**src/rtl/ilace_seq_pkg.sv**
```systemverilog
package ilace_seq_pkg;
  typedef enum logic [1:0] {
    RS_IDLE  = 2'd0,
    RS_RUN   = 2'd1,
    RS_DRAIN = 2'd2
  } run_state_t;
endpackage

```
**src/rtl/ilace_field_geom.sv**
```systemverilog
module ilace_field_geom #(
  parameter int LW = 12
) (
  input  logic          ilace,
  input  logic          lower,
  input  logic [LW-1:0] vdisp,
  input  logic [LW-1:0] vsstart,
  input  logic [LW-1:0] vsend,
  input  logic [LW-1:0] vtotal,
  output logic [LW-1:0] vis_m1,
  output logic [LW-1:0] sync_m1,
  output logic [LW-1:0] bp_m1,
  output logic [LW-1:0] fp_m1,
  output logic          bp_en,
  output logic          fp_en,
  output logic          sync_en
);
  localparam int LX = LW + 1;

  logic [LW-1:0] f_vis, f_tot, f_fp0, f_bp;
  logic [LX-1:0] fp_span, bp_diff;
  logic          wide_fp;

  always_comb begin
    f_vis   = vdisp >> 1;
    f_tot   = vtotal >> 1;
    wide_fp = ({1'b0, vsstart} >= ({1'b0, vdisp} + LX'(4)));
    fp_span = ({1'b0, vsstart} - {1'b0, vdisp} - LX'(2)) >> 1;
    f_fp0   = wide_fp ? fp_span[LW-1:0] : LW'(1);
    bp_diff = {1'b0, f_tot} - {1'b0, f_vis} - {1'b0, f_fp0};
    f_bp    = bp_diff[LW] ? '0 : bp_diff[LW-1:0];
    if (ilace) begin
      vis_m1  = f_vis - LW'(1);
      sync_m1 = f_tot - LW'(2);
      bp_m1   = f_bp - LW'(1);
      fp_m1   = f_fp0 - LW'(1) + LW'(lower);
      bp_en   = |f_bp;
      fp_en   = 1'b1;
      sync_en = 1'b1;
    end else begin
      vis_m1  = vdisp - LW'(1);
      sync_m1 = vsend - vsstart - LW'(1);
      bp_m1   = vtotal - vsstart - LW'(1);
      fp_m1   = vsstart - vdisp - LW'(1);
      bp_en   = (vtotal != vsstart);
      fp_en   = (vsstart != vdisp);
      sync_en = (vsend != vsstart);
    end
  end
endmodule

```
**src/rtl/ilace_field_flip.sv**
```systemverilog
module ilace_field_flip #(
  parameter int AW = 32,
  parameter int SW = 16
) (
  input  logic          clk,
  input  logic          rst_n,
  input  logic          ilace,
  input  logic          cfg_load,
  input  logic          stop_req,
  input  logic          line_match,
  input  logic          sub_valid,
  input  logic [AW-1:0] sub_addr,
  input  logic [SW-1:0] sub_stride,
  output logic          lower,
  output logic          rec_valid,
  output logic          dma_wr,
  output logic [AW-1:0] dma_addr,
  output logic [SW:0]   dma_stride
);
  logic          lower_q, lower_d;
  logic [AW-1:0] rec_addr_q, rec_addr_d;
  logic [SW-1:0] rec_strd_q, rec_strd_d;
  logic          wr_q, wr_d;
  logic [AW-1:0] addr_q, addr_d;
  logic [SW:0]   strd_q, strd_d;
  logic          flip;

  always_comb begin
    flip       = line_match & ilace;
    lower_d    = cfg_load ? 1'b0 : (lower_q ^ flip);
    rec_addr_d = rec_addr_q;
    rec_strd_d = rec_strd_q;
    if (sub_valid) begin
      rec_addr_d = sub_addr;
      rec_strd_d = sub_stride;
    end
    if (cfg_load || stop_req) rec_addr_d = '0;
    wr_d   = 1'b0;
    addr_d = addr_q;
    strd_d = strd_q;
    if (!cfg_load) begin
      if (sub_valid) begin
        wr_d   = 1'b1;
        addr_d = sub_addr + ((ilace && lower_d) ? AW'(sub_stride) : '0);
        strd_d = ilace ? {sub_stride, 1'b0} : {1'b0, sub_stride};
      end else if (flip && (rec_addr_q != '0)) begin
        wr_d   = 1'b1;
        addr_d = rec_addr_q + (lower_d ? AW'(rec_strd_q) : '0);
      end
    end
  end

  always_ff @(posedge clk or negedge rst_n) begin
    if (!rst_n) begin
      lower_q    <= 1'b0;
      rec_addr_q <= '0;
      rec_strd_q <= '0;
      wr_q       <= 1'b0;
      addr_q     <= '0;
      strd_q     <= '0;
    end else begin
      lower_q    <= lower_d;
      rec_addr_q <= rec_addr_d;
      rec_strd_q <= rec_strd_d;
      wr_q       <= wr_d;
      addr_q     <= addr_d;
      strd_q     <= strd_d;
    end
  end

  assign lower      = lower_q;
  assign rec_valid  = (rec_addr_q != '0);
  assign dma_wr     = wr_q;
  assign dma_addr   = addr_q;
  assign dma_stride = strd_q;
endmodule

```
**src/rtl/ilace_run_ctrl.sv**
```systemverilog
module ilace_run_ctrl
  import ilace_seq_pkg::*;
(
  input  logic clk,
  input  logic rst_n,
  input  logic cfg_load,
  input  logic stop_req,
  input  logic fifo_empty,
  output logic scan_arm,
  output logic idle
);
  run_state_t st_q, st_d;

  always_comb begin
    st_d = st_q;
    if (cfg_load) begin
      st_d = RS_RUN;
    end else begin
      case (st_q)
        RS_RUN:   if (stop_req) st_d = RS_DRAIN;
        RS_DRAIN: if (fifo_empty) st_d = RS_IDLE;
        default:  st_d = st_q;
      endcase
    end
  end

  always_ff @(posedge clk or negedge rst_n) begin
    if (!rst_n) st_q <= RS_IDLE;
    else        st_q <= st_d;
  end

  assign scan_arm = (st_q == RS_RUN);
  assign idle     = (st_q == RS_IDLE);
endmodule

```
**src/rtl/ilace_field_seq.sv**
```systemverilog
module ilace_field_seq #(
  parameter int LW = 12,
  parameter int AW = 32,
  parameter int SW = 16
) (
  input  logic          clk,
  input  logic          rst_n,
  input  logic          cfg_load,
  input  logic          cfg_ilace,
  input  logic [LW-1:0] cfg_vdisp,
  input  logic [LW-1:0] cfg_vsstart,
  input  logic [LW-1:0] cfg_vsend,
  input  logic [LW-1:0] cfg_vtotal,
  input  logic          sub_valid,
  input  logic [AW-1:0] sub_addr,
  input  logic [SW-1:0] sub_stride,
  input  logic          line_match,
  input  logic          stop_req,
  input  logic          fifo_empty,
  output logic [LW-1:0] vis_m1,
  output logic [LW-1:0] sync_m1,
  output logic [LW-1:0] bp_m1,
  output logic [LW-1:0] fp_m1,
  output logic          bp_en,
  output logic          fp_en,
  output logic          sync_en,
  output logic          scan_arm,
  output logic          idle,
  output logic          lower_field,
  output logic          dma_wr,
  output logic [AW-1:0] dma_addr,
  output logic [SW:0]   dma_stride
);
  logic          ilace_q;
  logic [LW-1:0] vdisp_q, vsstart_q, vsend_q, vtotal_q;
  logic          rec_valid;

  always_ff @(posedge clk or negedge rst_n) begin
    if (!rst_n) begin
      ilace_q   <= 1'b0;
      vdisp_q   <= '0;
      vsstart_q <= '0;
      vsend_q   <= '0;
      vtotal_q  <= '0;
    end else if (cfg_load) begin
      ilace_q   <= cfg_ilace;
      vdisp_q   <= cfg_vdisp;
      vsstart_q <= cfg_vsstart;
      vsend_q   <= cfg_vsend;
      vtotal_q  <= cfg_vtotal;
    end
  end

  ilace_field_geom #(.LW(LW)) u_geom (
    .ilace(ilace_q), .lower(lower_field),
    .vdisp(vdisp_q), .vsstart(vsstart_q), .vsend(vsend_q), .vtotal(vtotal_q),
    .vis_m1(vis_m1), .sync_m1(sync_m1), .bp_m1(bp_m1), .fp_m1(fp_m1),
    .bp_en(bp_en), .fp_en(fp_en), .sync_en(sync_en)
  );

  ilace_field_flip #(.AW(AW), .SW(SW)) u_flip (
    .clk(clk), .rst_n(rst_n), .ilace(ilace_q), .cfg_load(cfg_load),
    .stop_req(stop_req), .line_match(line_match), .sub_valid(sub_valid),
    .sub_addr(sub_addr), .sub_stride(sub_stride), .lower(lower_field),
    .rec_valid(rec_valid), .dma_wr(dma_wr), .dma_addr(dma_addr),
    .dma_stride(dma_stride)
  );

  ilace_run_ctrl u_ctrl (
    .clk(clk), .rst_n(rst_n), .cfg_load(cfg_load), .stop_req(stop_req),
    .fifo_empty(fifo_empty), .scan_arm(scan_arm), .idle(idle)
  );
endmodule

```
**config.mk**
```make
export PLATFORM = sky130hd
export DESIGN_NAME = ilace_field_seq
export DESIGN_NICKNAME = d
export VERILOG_FILES = /design/src/rtl/ilace_seq_pkg.sv /design/src/rtl/ilace_field_geom.sv /design/src/rtl/ilace_field_flip.sv /design/src/rtl/ilace_run_ctrl.sv /design/src/rtl/ilace_field_seq.sv
export SDC_FILE = /design/constraint.sdc
export NUM_CORES = 1
export LEC_CHECK = 0
export BUFFER_PORTS_ARGS = -buffer_cell sky130_fd_sc_hd__buf_4
export CORE_AREA = 4 4 151 153
export CTS_CLUSTER_SIZE = 30
export DETAILED_ROUTE_END_ITERATION = 12
export DIE_AREA = 0 0 155 157
export PLACE_DENSITY_LB_ADDON = 0.08
export SETUP_SLACK_MARGIN = 0.2
export SLEW_MARGIN = 5
export SYNTH_ARGS = -nofsm -noshare
export SYNTH_HDL_FRONTEND = slang
export SYNTH_SLANG_ARGS = --single-unit
export TNS_END_PERCENT = 30
```
**constraint.sdc**
```tcl
create_clock -name clk -period 10.3 [get_ports clk]
set_input_delay 0 -clock clk [delete_from_list [all_inputs] [get_ports clk]]
set_output_delay 0 -clock clk [all_outputs]
set_load 0.02 [all_outputs]
```
## Word level (Yosys, flattened, before mapping)

Index checks and enable logic that the tools add are counted.

| word-level totals | value |
|---|---|
| input bits | 104 |
| word-level logic and storage cells | 78 |
| register bits | 150 |
| output and inout bits | 104 |

| cells by class | value |
|---|---|
| $add $sub $neg | 19 |
| equality and inequality tests | 7 |
| bitwise logic cells | 3 |
| reductions and logical operators | 12 |
| $lt $le $gt $ge | 1 |
| mux-type cells | 24 |

Operators by type and width:

| cell | number |
|---|---|
| $mux 32 | 4 |
| $mux 12 | 6 |
| $sub 12x1->12 const B | 6 |
| $add 32x32->32 | 2 |
| $ne 12x12->1 | 3 |
| $sub 12x12->12 | 3 |
| $mux 16 | 2 |
| $reduce_bool 32->1 | 1 |
| $mux 17 | 1 |
| $add 12x3->13 const B | 1 |
| $ge 12x13->1 | 1 |
| $sub 12x12->13 | 1 |
| $sub 13x12->13 | 1 |
| $sub 13x2->13 const B | 1 |
| $add 12x1->12 | 1 |
| $reduce_or 12->1 | 1 |
| $sub 11x1->12 const B | 1 |
| $sub 11x11->12 | 1 |
| $sub 11x2->12 const B | 1 |
| $mux 1 | 7 |
| $mux 2 | 3 |
| $ne 3x3->1 const B | 2 |
| $pmux 2 s2 | 1 |
| $reduce_and 2->1 | 2 |
| other kinds (11) | 13 |

## Depth between registers and ports, before layout

Gate-level depths: netlist (run 1).

| depth | value |
|---|---|
| depth after elaboration | 7 |
| depth in mapped cells | 29 |

## Hierarchy

A second synthesis (run 1) with hierarchy kept.

| unflattened totals | value |
|---|---|
| cell total of the unflattened synthesis | 1599 |
| area, all modules | 13785.7 µm² |

By module, submodules not included:

| module | area an instance (µm²) | cells each | sequential area each (µm²) | times used |
|---|---|---|---|---|
| ilace_field_flip | 6635.1 | 747 | 2477.4 | 1 |
| ilace_field_geom | 5193.7 | 740 | 0.0 | 1 |
| ilace_field_seq | 1864.3 | 103 | 1226.2 | 1 |
| ilace_run_ctrl | 92.6 | 9 | 50.0 | 1 |

## Worst setup path before layout (run 1)

Ideal clock, no wire load.

| timing path | value |
|---|---|
| path type | register to output |
| start | reg vdisp_q[4] |
| end | out bp_m1[10] |
| arrival time | 5.576 ns |
| slack | 4.724 ns |
| required time | 10.300 ns |
| path buffers | 4 |
| cell stages (with the launch flop) | 29 |
| path through | dfrtp_1 -> clkbuf_1 -> inv_1 -> nor3_1 -> nand3_1 -> nor3_1 -> xnor2_1 -> ha_1 -> a21o_1 -> a21o_1 -> a211oi_1 -> nor2_1 -> clkbuf_1 -> nand2_1 -> ha_1 -> nor2b_4 -> o31a_4 -> o311ai_4 -> o21ai_2 -> a31oi_4 -> xor2_1 -> buf_2 -> nand2b_1 -> ha_1 -> buf_1 -> nand2_1 -> nor4bb_1 -> o211a_1 -> a211oi_2 |

| between the ends | value |
|---|---|
| word-level cells in the longest chain between the ends | 7 |

Ends and longest elaborated chain:

| element | line | source |
|---|---|---|
| start: declaration | ilace_field_seq.sv:35 | `logic [LW-1:0] vdisp_q, vsstart_q, vsend_q, vtotal_q;` |
| start signal: assignment | ilace_field_seq.sv:47 | `vdisp_q <= cfg_vdisp;` |
| $sub 12x12->13 / $add 12x3->13 (equally long branches) | ilace_field_geom.sv:28, ilace_field_geom.sv:27 |  |
| $sub 13x2->13 / $ge 12x13->1 (equally long branches) | ilace_field_geom.sv:28, ilace_field_geom.sv:27 |  |
| $mux 12 | ilace_field_geom.sv:29 | `f_fp0 = wide_fp ? fp_span[LW-1:0] : LW'(1);` |
| $sub 13x12->13 * | ilace_field_geom.sv:30 | `bp_diff = {1'b0, f_tot} - {1'b0, f_vis} - {1'b0, f_fp0};` |
| $mux 12 * | ilace_field_geom.sv:31 | `f_bp = bp_diff[LW] ? '0 : bp_diff[LW-1:0];` |
| $sub 12x1->12 * | ilace_field_geom.sv:35 | `bp_m1 = f_bp - LW'(1);` |
| $mux 12 * | ilace_field_geom.sv:32 | `if (ilace) begin` |
| end: declaration | ilace_field_seq.sv:22 | `output logic [LW-1:0] bp_m1,` |

Every way passes the cells marked *; elsewhere a longest branch is shown, timed or not.

## Worst setup path after layout (run 1)

| timing path | value |
|---|---|
| start | reg vdisp_q[5] |
| end | out bp_m1[10] |

Same word-level chain as after synthesis.

==> impl_metrics.tcl, run 1 <==
set metrics [dict create \
    min_path_cells 3 \
    rr_worst_depth 13 \
    area_delta_synth_final_pct 24.6 \
    start_kind "flip-flop" \
    portBuffers 207 \
    initialDrtViolationCount 1078 \
    yosys.area.top_type "dfrtp_1" \
    wl_mm 43.6 \
    cts_buffers 17 \
    yosys_register_bits 150 \
    die_w_um 155 \
    track_usage 0.349 \
    cp.required_ns 10.30 \
    synth_flop_cell "dfrtp_1" \
    syn-instance-count 1607 \
    setup-tns-final_ns 0 \
    vdd_drop_max_mv 0.249 \
    nFillCells 1483 \
    maxSlewViolCount 0 \
    h-tree-depth 4 \
    crit_type "reg2out" \
    final_net_count 2118 \
    setup_viol 0 \
    max_freq_ghz 0.135 \
    hold_class "in2reg" \
    drive_gt1_frac 0.166 \
    routedWlPerCell_um 20.1 \
    switching_share 0.440 \
    power.share.sequential 0.237 \
    power.switching_mw 1.32 \
    synth.avg_cell_area_um2 8.43 \
    rows 54 \
    synthTopCellsByArea "dfrtp_1 28%, ha_1 12%, xnor2_1 5.2%, mux2i_1 4.4%, o21ai_0 4.3%" \
    grt_pass1_vias 13300 \
    antenna_left 0 \
    hold_viol_final 0 \
    r2r-start "ilace_q" \
    drc 0 \
    post_cts_buffers 0 \
    maxCapViolCount 0 \
    async_flop_share 1.00 \
    rsz0062_at_grt "no" \
    comb_power_share 0.553 \
    gp_congestion 0.968 \
    core_area_mm2 0.0216 \
    min_from "cfg_load" \
    avgViaCountPerCell 6.25 \
    drt-pass1-iter-count 8 \
    clkSlewWorstSetupHoldPaths_ns 0.07 \
    clockBufferDepth 2 \
    ff_latch_area_mm2 0.00376 \
    worstHoldEndpoint "vdisp_q[9]" \
    clock_latency_ns 0.44 \
    cts_tree "built" \
    dieArea_mm2 0.0243 \
    yosys-top-cells-count "155 x nand2_1, 150 x dfrtp_1, 127 x ha_1, 127 x nor2_1, 117 x o21ai_0" \
    antenna_found_initial 1 \
    period_share 0.718 \
    worst_clock_skew_ns 0.0155 \
    fp.dieH_um 157 \
    p_int_mw 1.68 \
    reg2reg_to "u_flip.dma_addr[16]" \
    synth_top_area_frac 0.277 \
    cp.arrival_ns 7.39 \
    ios 208 \
    yosysSeqAreaShare 0.277 \
    postPlaceCellArea_mm2 0.0153 \
    grt_pass1_wl_mm 68.4 \
    ff2ff_setup_slack_ns 5.05 \
    powerDensity_mw_per_mm2 177 \
    ys_types 89 \
    grt_max_degree 101 \
    synth_area_mm2 0.0136 \
    synth-edff-count 0 \
    period_needed_ns 7.39 \
    clock-root-buffer "clkbuf_16" \
    synth_fp_nets 1846 \
    finalInstanceArea_mm2 0.0169 \
    cts.repair.resized 0 \
    cts_hold_buf 105 \
    cp-end-kind "primary output" \
    tightest_slew_ns 1.27 \
    via_count 13600 \
    start_util 0.629 \
    multi_input_area_mm2 0.00922 \
    leakage_nw 7.91 \
    overflow 0 \
    p_clk_frac 0.209 \
    status "finished clean" \
    yosys_warnings 0 \
    dp_hpwl_mm 30.9 \
    max_slew_margin 0.152 \
    yosysMostFrequentCell "nand2_1" \
    cp_max_fo 19 \
    clock_sinks 150 \
]
## placed cells by master (no fill, tap or decap), drive strengths merged, types with 37 or more instances in the layout
cell and n:
dlygate4sd3 105, mux2 43, nand2 155, o21ai 128
mux2i 60, xor2 47, ha 127, buf 212
nor3 37, nor2 127, a21oi 94, dfrtp 150
inv 93, xnor2 81
## final cells by class
class | count | area share
clock buffers | 17 | 0.0252
flip-flops and latches | 150 | 0.223
well taps | 280 | 0.0208
repair buffers | 317 | 0.157
inverters | 89 | 0.0198
clock inverters | 14 | 0.00852
multi-input cells | 1304 | 0.546
diodes | 1 | 0.000148
## metal layers
metal  wire length [um]  track usage
met5                  0            0
met3               2970       0.0514
met4               2230        0.167
met1              16800        0.421
met2              21600        0.614
## sequential cells by signal, summed over array words and instances, names as in the netlist
signal and count:
ilace_q 1, u_ctrl.st_q 2, u_flip.dma_addr 32, u_flip.dma_stride 17, u_flip.dma_wr 1, u_flip.lower 1, u_flip.rec_addr_q 32, u_flip.rec_strd_q 16
vdisp_q 12, vsend_q 12, vsstart_q 12, vtotal_q 12
## worst max path at each step
stage,depth (start not counted),slack (ns),endpoint,startpoint
5_1_grt,25,2.44,bp_m1[10],vdisp_q[5]
3_5_place_dp,25,3.54,bp_m1[10],vdisp_q[5]
6_report,25,2.91,bp_m1[10],vdisp_q[5]
3_3_place_gp,25,3.80,bp_m1[10],vdisp_q[5]
2_1_floorplan,28,4.72,bp_m1[10],vdisp_q[4]
4_1_cts,25,3.04,bp_m1[10],vdisp_q[5]
## through the flow
step,setup WS (ns),std cells,hold WS (ns),power (mW),utilization
2_1_floorplan,4.72,1607,-0.296,1.83,-
3_3_place_gp,3.80,2035,0.174,2.29,0.708
3_5_place_dp,3.54,2035,0.178,2.31,0.708
4_1_cts,3.04,2171,0.175,2.97,0.783
5_1_grt,2.44,2172,0.235,3.17,0.783
6_report,2.91,2172,0.194,2.99,0.783
## critical path, stage by stage (launching register included)
cell and delay, ns:
dfrtp_1 0.49, clkinv_1 0.28, nor3_1 0.34, nand3_1 0.16, nor3_1 0.27, xnor2_1 0.17
ha_1 0.17, a21o_1 0.11, a21o_1 0.13, o21ai_1 0.17, nor2_1 0.93, nand2_1 0.23
ha_1 0.43, nor2b_4 0.17, o31a_4 0.30, o311ai_4 0.32, o21ai_2 0.16, a31oi_4 0.22
xor2_1 0.63, nand2b_1 0.16, ha_1 0.32, nand2_1 0.12, nor4bb_1 0.06, o211a_1 0.23
a211oi_2 0.20, buf_4 0.17
## power by group through the flow
stage	clock, mW	sequential [mW]	combinational, mW
2_1_floorplan	0	0.737	1.09
4_1_cts	0.626	0.709	1.64
6_report	0.626	0.711	1.66
3_5_place_dp	0	0.719	1.59
3_3_place_gp	0	0.717	1.57
5_1_grt	0.653	0.717	1.80
## kinds of logic (layout without fill, tap and decap cells)
group,Yosys count,count (layout),share of synthesized area
AND/OR/NAND/NOR,529,529,0.192
AO/OA/AOI/OAI,409,409,0.197
buffers and inverters,153,437,0.0427
flip-flops,150,150,0.277
adder cells (fa/ha/maj),135,135,0.129
XOR/XNOR,128,128,0.0827
multiplexers,103,103,0.0801
other,0,1,0
(Power assumes the default switching activity.)
==> run 2, diff against run 1 <==
--- a/config.mk
+++ b/config.mk
@@ -5,11 +5,12 @@
 export SDC_FILE = /design/constraint.sdc
 export NUM_CORES = 1
 export LEC_CHECK = 0
+export ABC_AREA = 1
 export BUFFER_PORTS_ARGS = -buffer_cell sky130_fd_sc_hd__buf_4
-export CORE_AREA = 4 4 151 153
+export CORE_AREA = 4 4 161 163
 export CTS_CLUSTER_SIZE = 30
 export DETAILED_ROUTE_END_ITERATION = 12
-export DIE_AREA = 0 0 155 157
+export DIE_AREA = 0 0 165 167
 export PLACE_DENSITY_LB_ADDON = 0.08
 export SETUP_SLACK_MARGIN = 0.2
 export SLEW_MARGIN = 5
==> constraint.sdc (replaced) <==
create_clock -name clk -period 6.95 [get_ports clk]
set_input_delay 0 -clock clk [delete_from_list [all_inputs] [get_ports clk]]
set_output_delay 0 -clock clk [all_outputs]
set_load 0.02 [all_outputs]
==> impl_metrics.tcl, run 2 <==
set metrics [dict create \
    yosys-top-cells-count "700 x nand2_1, 277 x inv_1, 184 x nor2_1" \
    place_inst 2717 \
    status "finished clean" \
    cp_max_fo 19 \
    min_from "sub_valid" \
    cp-end-kind "primary output" \
    rows 57 \
    gp_congestion 1.04 \
    clockBufferDepth 2 \
    worst_clock_skew_ns 0.0148 \
    clkSlewWorstSetupHoldPaths_ns 0.07 \
    period_share 0.801 \
    drt-pass1-iter-count 6 \
    dieArea_mm2 0.0276 \
    yosys.area.top_type "dfrtp_1" \
    syn-instance-count 2235 \
    cts.repair.resized 0 \
    synth_area_mm2 0.0143 \
    grt_pass1_vias 15700 \
    synth_fp_nets 2474 \
    start_kind "flip-flop" \
    tightest_slew_ns 1.09 \
    cts_buffers 17 \
    max_freq_ghz 0.180 \
    leakage_nw 9.30 \
    total_power_mw 4.44 \
    ff_latch_area_mm2 0.00375 \
    via_count 16400 \
    grt_pass1_wl_mm 79.5 \
    nFillCells 1987 \
    instances_no_fill 2851 \
    multi_input_area_mm2 0.00924 \
    initialDrtViolationCount 1780 \
    area_delta_synth_final_pct 23.9 \
    clock-root-buffer "clkbuf_16" \
    synth_top_area_frac 0.263 \
    setup_viol 0 \
    async_flop_share 1.00 \
    hold_viol_final 0 \
    critPathMostFrequentCell "nand2_1" \
    p_int_mw 2.36 \
    finish.utilization 0.728 \
    cts_hold_buf 101 \
    maxSlewViolCount 0 \
    start_util 0.587 \
    cp.required_ns 6.95 \
    grt_max_degree 96 \
    cp.arrival_ns 5.57 \
    core_area_mm2 0.0243 \
    cp_slowest_cell "dfrtp_1" \
    antenna_left 0 \
    max_stage_delay_ns 0.46 \
    vdd_drop_max_mv 0.235 \
    layout_commonest_cell "nand2_1" \
    overflow 0 \
    routedWlPerCell_um 17.7 \
    ys_types 50 \
    avgViaCountPerCell 5.77 \
    dp_hpwl_mm 38.3 \
    rsz0062_at_grt "no" \
    power.switching_mw 2.08 \
    max_slew_margin 0.275 \
    track_usage 0.359 \
    die_w_um 165 \
    synth_flop_cell "dfrtp_1" \
    synth-edff-count 0 \
    p_clk_frac 0.212 \
    mostFrequentLayoutCells "700 x nand2_1, 277 x inv_1, 214 x buf_4" \
    yosysSeqAreaShare 0.263 \
    cts_tree "built" \
    post_cts_buffers 0 \
    comb_power_share 0.553 \
    maxCapViolCount 0 \
    yosysMostFrequentCell "nand2_1" \
    r2r-start "ilace_q" \
    yosys_warnings 0 \
    synthTopCellsByArea "dfrtp_1 26%, nand2_1 18%, ha_1 11%, inv_1 7.3%, o21ai_0 5.9%" \
    clock_latency_ns 0.43 \
    h-tree-depth 4 \
    switching_share 0.468 \
    fp.dieH_um 167 \
    setup-tns-final_ns 0 \
    crit_type "reg2out" \
    portBuffers 207 \
    hold_class "in2reg" \
    final_net_count 2752 \
    yosys_register_bits 150 \
    drive_gt1_frac 0.112 \
    ios 208 \
    wl_mm 50.3 \
    clock_sinks 150 \
    powerDensity_mw_per_mm2 251 \
    power.share.sequential 0.235 \
    period_needed_ns 5.57 \
    synth.avg_cell_area_um2 6.39 \
    crit_start "vdisp_q[2]" \
    drc 0 \
    antenna_found_initial 1 \
]
[run 2: power groups by stage]
| stage | Clock, mW | Sequential [mW] | Combinational (mW) |
|---|---|---|---|
| floorplan | 0 | 1.09 | 1.57 |
| global placement | 0 | 1.05 | 2.31 |
| detailed placement | 0 | 1.05 | 2.36 |
| CTS | 0.955 | 1.04 | 2.42 |
| global route | 0.998 | 1.05 | 2.70 |
| finish | 0.943 | 1.04 | 2.46 |
[run 2: metrics by stage]
step                cell area (um^2)  hold WS [ns]  setup slack (ns)
floorplan                      14300        -0.296              2.47
detailed placement             16100         0.167              1.98
finish                         17700        0.0801              1.38
global placement               16100         0.160              2.13
CTS                            17700        0.0631              1.50
global route                   17700         0.108             0.901
[run 2: final timing paths]
check,slack (ns),to,depth (start not counted)
min in group asynchronous,0.22,u_flip.dma_stride[9],2
max,1.38,bp_m1[4],33
min,0.08,u_flip.rec_strd_q[7],3
max reg2reg,2.63,u_flip.dma_addr[23],17
max in group asynchronous,5.42,u_flip.dma_addr[17],3
min reg2reg,0.47,u_flip.dma_addr[1],2
[run 2: cell families (layout without fill, tap and decap cells)]
group | Yosys count | in the layout | synth area share
other | 0 | 1 | 0
adder cells (fa/ha/maj) | 135 | 135 | 0.122
AND/OR/NAND/NOR | 1138 | 1138 | 0.332
flip-flops | 150 | 150 | 0.263
XOR/XNOR | 57 | 57 | 0.0350
buffers and inverters | 342 | 633 | 0.0914
AO/OA/AOI/OAI | 413 | 413 | 0.156
[run 2: worst max-delay path, delay by kind of cell, from the launching register on]
family | cells | cell delay (ns)
buf+inv | 7 | 0.75
compound gates | 2 | 0.26
xor+xnor | 2 | 0.31
flops | 1 | 0.46
fa+ha+maj | 4 | 1.13
simple gates | 18 | 2.23
[run 2: final cells by class]
cell class | count | share of cell area
multi-input combinational | 1743 | 0.522
sequential | 150 | 0.212
timing repair buffer | 316 | 0.149
inverter | 285 | 0.0605
clock buffer | 18 | 0.0248
tap | 324 | 0.0229
clock inverter | 14 | 0.00898
antenna | 1 | 0.000141
[run 2: metal layers]
metal,routed length (um),share of wire,up-vias,global-route usage
li1,-,-,7860,-
met3,3580,0.071,189,0.0413
met2,24300,0.48,888,0.608
met5,0,0,-,0
met4,3530,0.070,0,0.214
met1,18900,0.38,7509,0.435
==> run 3, diff against run 2 <==
--- a/config.mk
+++ b/config.mk
@@ -7,10 +7,10 @@
 export LEC_CHECK = 0
 export ABC_AREA = 1
 export BUFFER_PORTS_ARGS = -buffer_cell sky130_fd_sc_hd__buf_4
-export CORE_AREA = 4 4 161 163
+export CORE_AREA = 4 4 168 170
 export CTS_CLUSTER_SIZE = 30
 export DETAILED_ROUTE_END_ITERATION = 12
-export DIE_AREA = 0 0 165 167
+export DIE_AREA = 0 0 172 174
 export PLACE_DENSITY_LB_ADDON = 0.08
 export SETUP_SLACK_MARGIN = 0.2
 export SLEW_MARGIN = 5
==> constraint.sdc (replaced) <==
create_clock -name clk -period 4.9 [get_ports clk]
set_input_delay 0 -clock clk [delete_from_list [all_inputs] [get_ports clk]]
set_output_delay 0 -clock clk [all_outputs]
set_load 0.02 [all_outputs]
==> impl_metrics.tcl, run 3 (synthesis results as in run 2) <==
set metrics [dict create \
    hold_class "in2reg" \
    dp_hpwl_mm 39.0 \
    drc 0 \
    clock-root-buffer "clkbuf_16" \
    drt-pass1-iter-count 9 \
    cts_buffers 17 \
    die_w_um 172 \
    start_kind "flip-flop" \
    cp-end-kind "primary output" \
    area_delta_synth_final_pct 31.5 \
    cp_top_family "simple AND/OR/NAND/NOR gates" \
    rows 60 \
    setup_viol 0 \
    routedWlPerCell_um 18.1 \
    layout_commonest_cell "nand2_1" \
    drive_gt1_frac 0.153 \
    overflow 0 \
    cp_slowest_cell "xor2_1" \
    dieArea_mm2 0.0299 \
    antenna_found_initial 1 \
    rsz0062_at_grt "yes" \
    clock_latency_ns 0.44 \
    initialDrtViolationCount 1563 \
    nFillCells 2238 \
    period_needed_ns 4.86 \
    instances_no_fill 2929 \
    vdd_drop_max_mv 0.226 \
    grt_pass1_wl_mm 82.2 \
    hold_slack_ns 0.0277 \
    ios 208 \
    gp_congestion 0.964 \
    total_power_mw 6.95 \
    critPathMostFrequentCell "nand2_1" \
    clock_sinks 150 \
    grt_max_degree 91 \
    cp.required_ns 4.90 \
    portBuffers 207 \
    period_share 0.992 \
    max_slew_margin 0.226 \
    core_area_mm2 0.0267 \
    mostFrequentLayoutCells "686 x nand2_1, 268 x inv_1, 247 x buf_4" \
    leakage_nw 9.62 \
    status "finished clean" \
    wl_mm 53.0 \
    place_inst 2743 \
    final_net_count 2813 \
    powerDensity_mw_per_mm2 370 \
    fp.dieH_um 174 \
    cts_tree "built" \
    h-tree-depth 4 \
    worst_clock_skew_ns 0.0171 \
    hold_viol_final 0 \
    clkSlewWorstSetupHoldPaths_ns 0.07 \
    maxCapViolCount 0 \
    maxSlewViolCount 0 \
    crit_buf_inv 7 \
    max_stage_delay_ns 0.43 \
    crit_type "reg2out" \
    start_util 0.534 \
    via_count 16700 \
    tightest_slew_ns 1.16 \
    cp.arrival_ns 4.86 \
    avgViaCountPerCell 5.70 \
    clockBufferDepth 2 \
    setup-tns-final_ns 0 \
    track_usage 0.343 \
    cp_max_fo 6 \
    antenna_left 0 \
    grt_pass1_vias 16000 \
    max_freq_ghz 0.206 \
]
run 3: cell count changes in the layout (fill, tap and decap cells not counted), moves of 11 or more:
cell | previous run | this run
buf_4 | 214 | 247
dlygate4sd3_1 | 101 | 124
ha_1 | 127 | 105
ha_4 | 0 | 19
nand2_1 | 700 | 686
nand2_2 | 5 | 16
run 3: per-stage QoR:
stage	area, um^2	utilization	setup slack, ns
after detailed placement	16200	0.605	0.0529
final	18800	0.703	0.0416
after floorplan	14300	-	0.418
after global routing	18800	0.703	-0.131
after global placement	16200	0.605	0.222
after CTS	18400	0.687	0.172
run 3: final timing paths:
| path | from | endpoint | slack [ns] | cells past startpoint |
|---|---|---|---|---|
| max in group asynchronous | rst_n | ilace_q | 3.62 | 3 |
| min in group asynchronous | rst_n | u_flip.dma_wr | 0.21 | 2 |
| min | cfg_load | u_ctrl.st_q[0] | 0.03 | 4 |
| max | vdisp_q[2] | bp_m1[11] | 0.04 | 31 |
| max reg2reg | ilace_q | u_flip.dma_addr[30] | 0.91 | 18 |
| min reg2reg | u_flip.dma_addr[4] | u_flip.dma_addr[4] | 0.48 | 2 |
run 3: report_power, final:
group / internal (mW) / leakage, nW / switching (mW)
combinational: 1.60 / 7.46 / 2.51
sequential: 1.36 / 1.86 / 0.115
clock: 0.736 / 0.297 / 0.627
run 3: worst register-to-register path, delay by kind of cell (launching register included):
kind                     cells  cell delay, ns
AND/OR/NAND/NOR             15            2.66
flip-flops                   1            0.61
buffers and inverters        2            0.39
adder cells (fa/ha/maj)      1            0.28
run 3: layer usage:
layer,up-vias,GRT usage,routed length (um)
met5,-,0,0
met4,0,0.190,3340
met3,190,0.0357,3130
met2,750,0.590,25800
met1,7771,0.416,20700
li1,7989,-,-
run 3: repair_timing:
| action | 4_1_cts | 5_1_grt |
|---|---|---|
| endpoints found under the hold margin | 200 | 0 |
| cloned | 0 | 1 |
| gates resized for setup | 43 | 64 |
| setup buffers | 13 | 15 |
| hold buffers | 124 | 0 |
| endpoints found under the setup margin | 13 | 13 |
| pin swaps | 17 | 33 |
run 3: final cells by class:
cell class	instances	area [um^2]	share of cell area
inverters	285	1080	0.0573
diodes	1	2.50	0.000133
flip-flops and latches	150	3760	0.200
multi-input cells	1743	9730	0.518
clock buffers	17	425	0.0226
repair buffers	377	3190	0.170
clock inverters	15	184	0.00979
well taps	341	427	0.0227
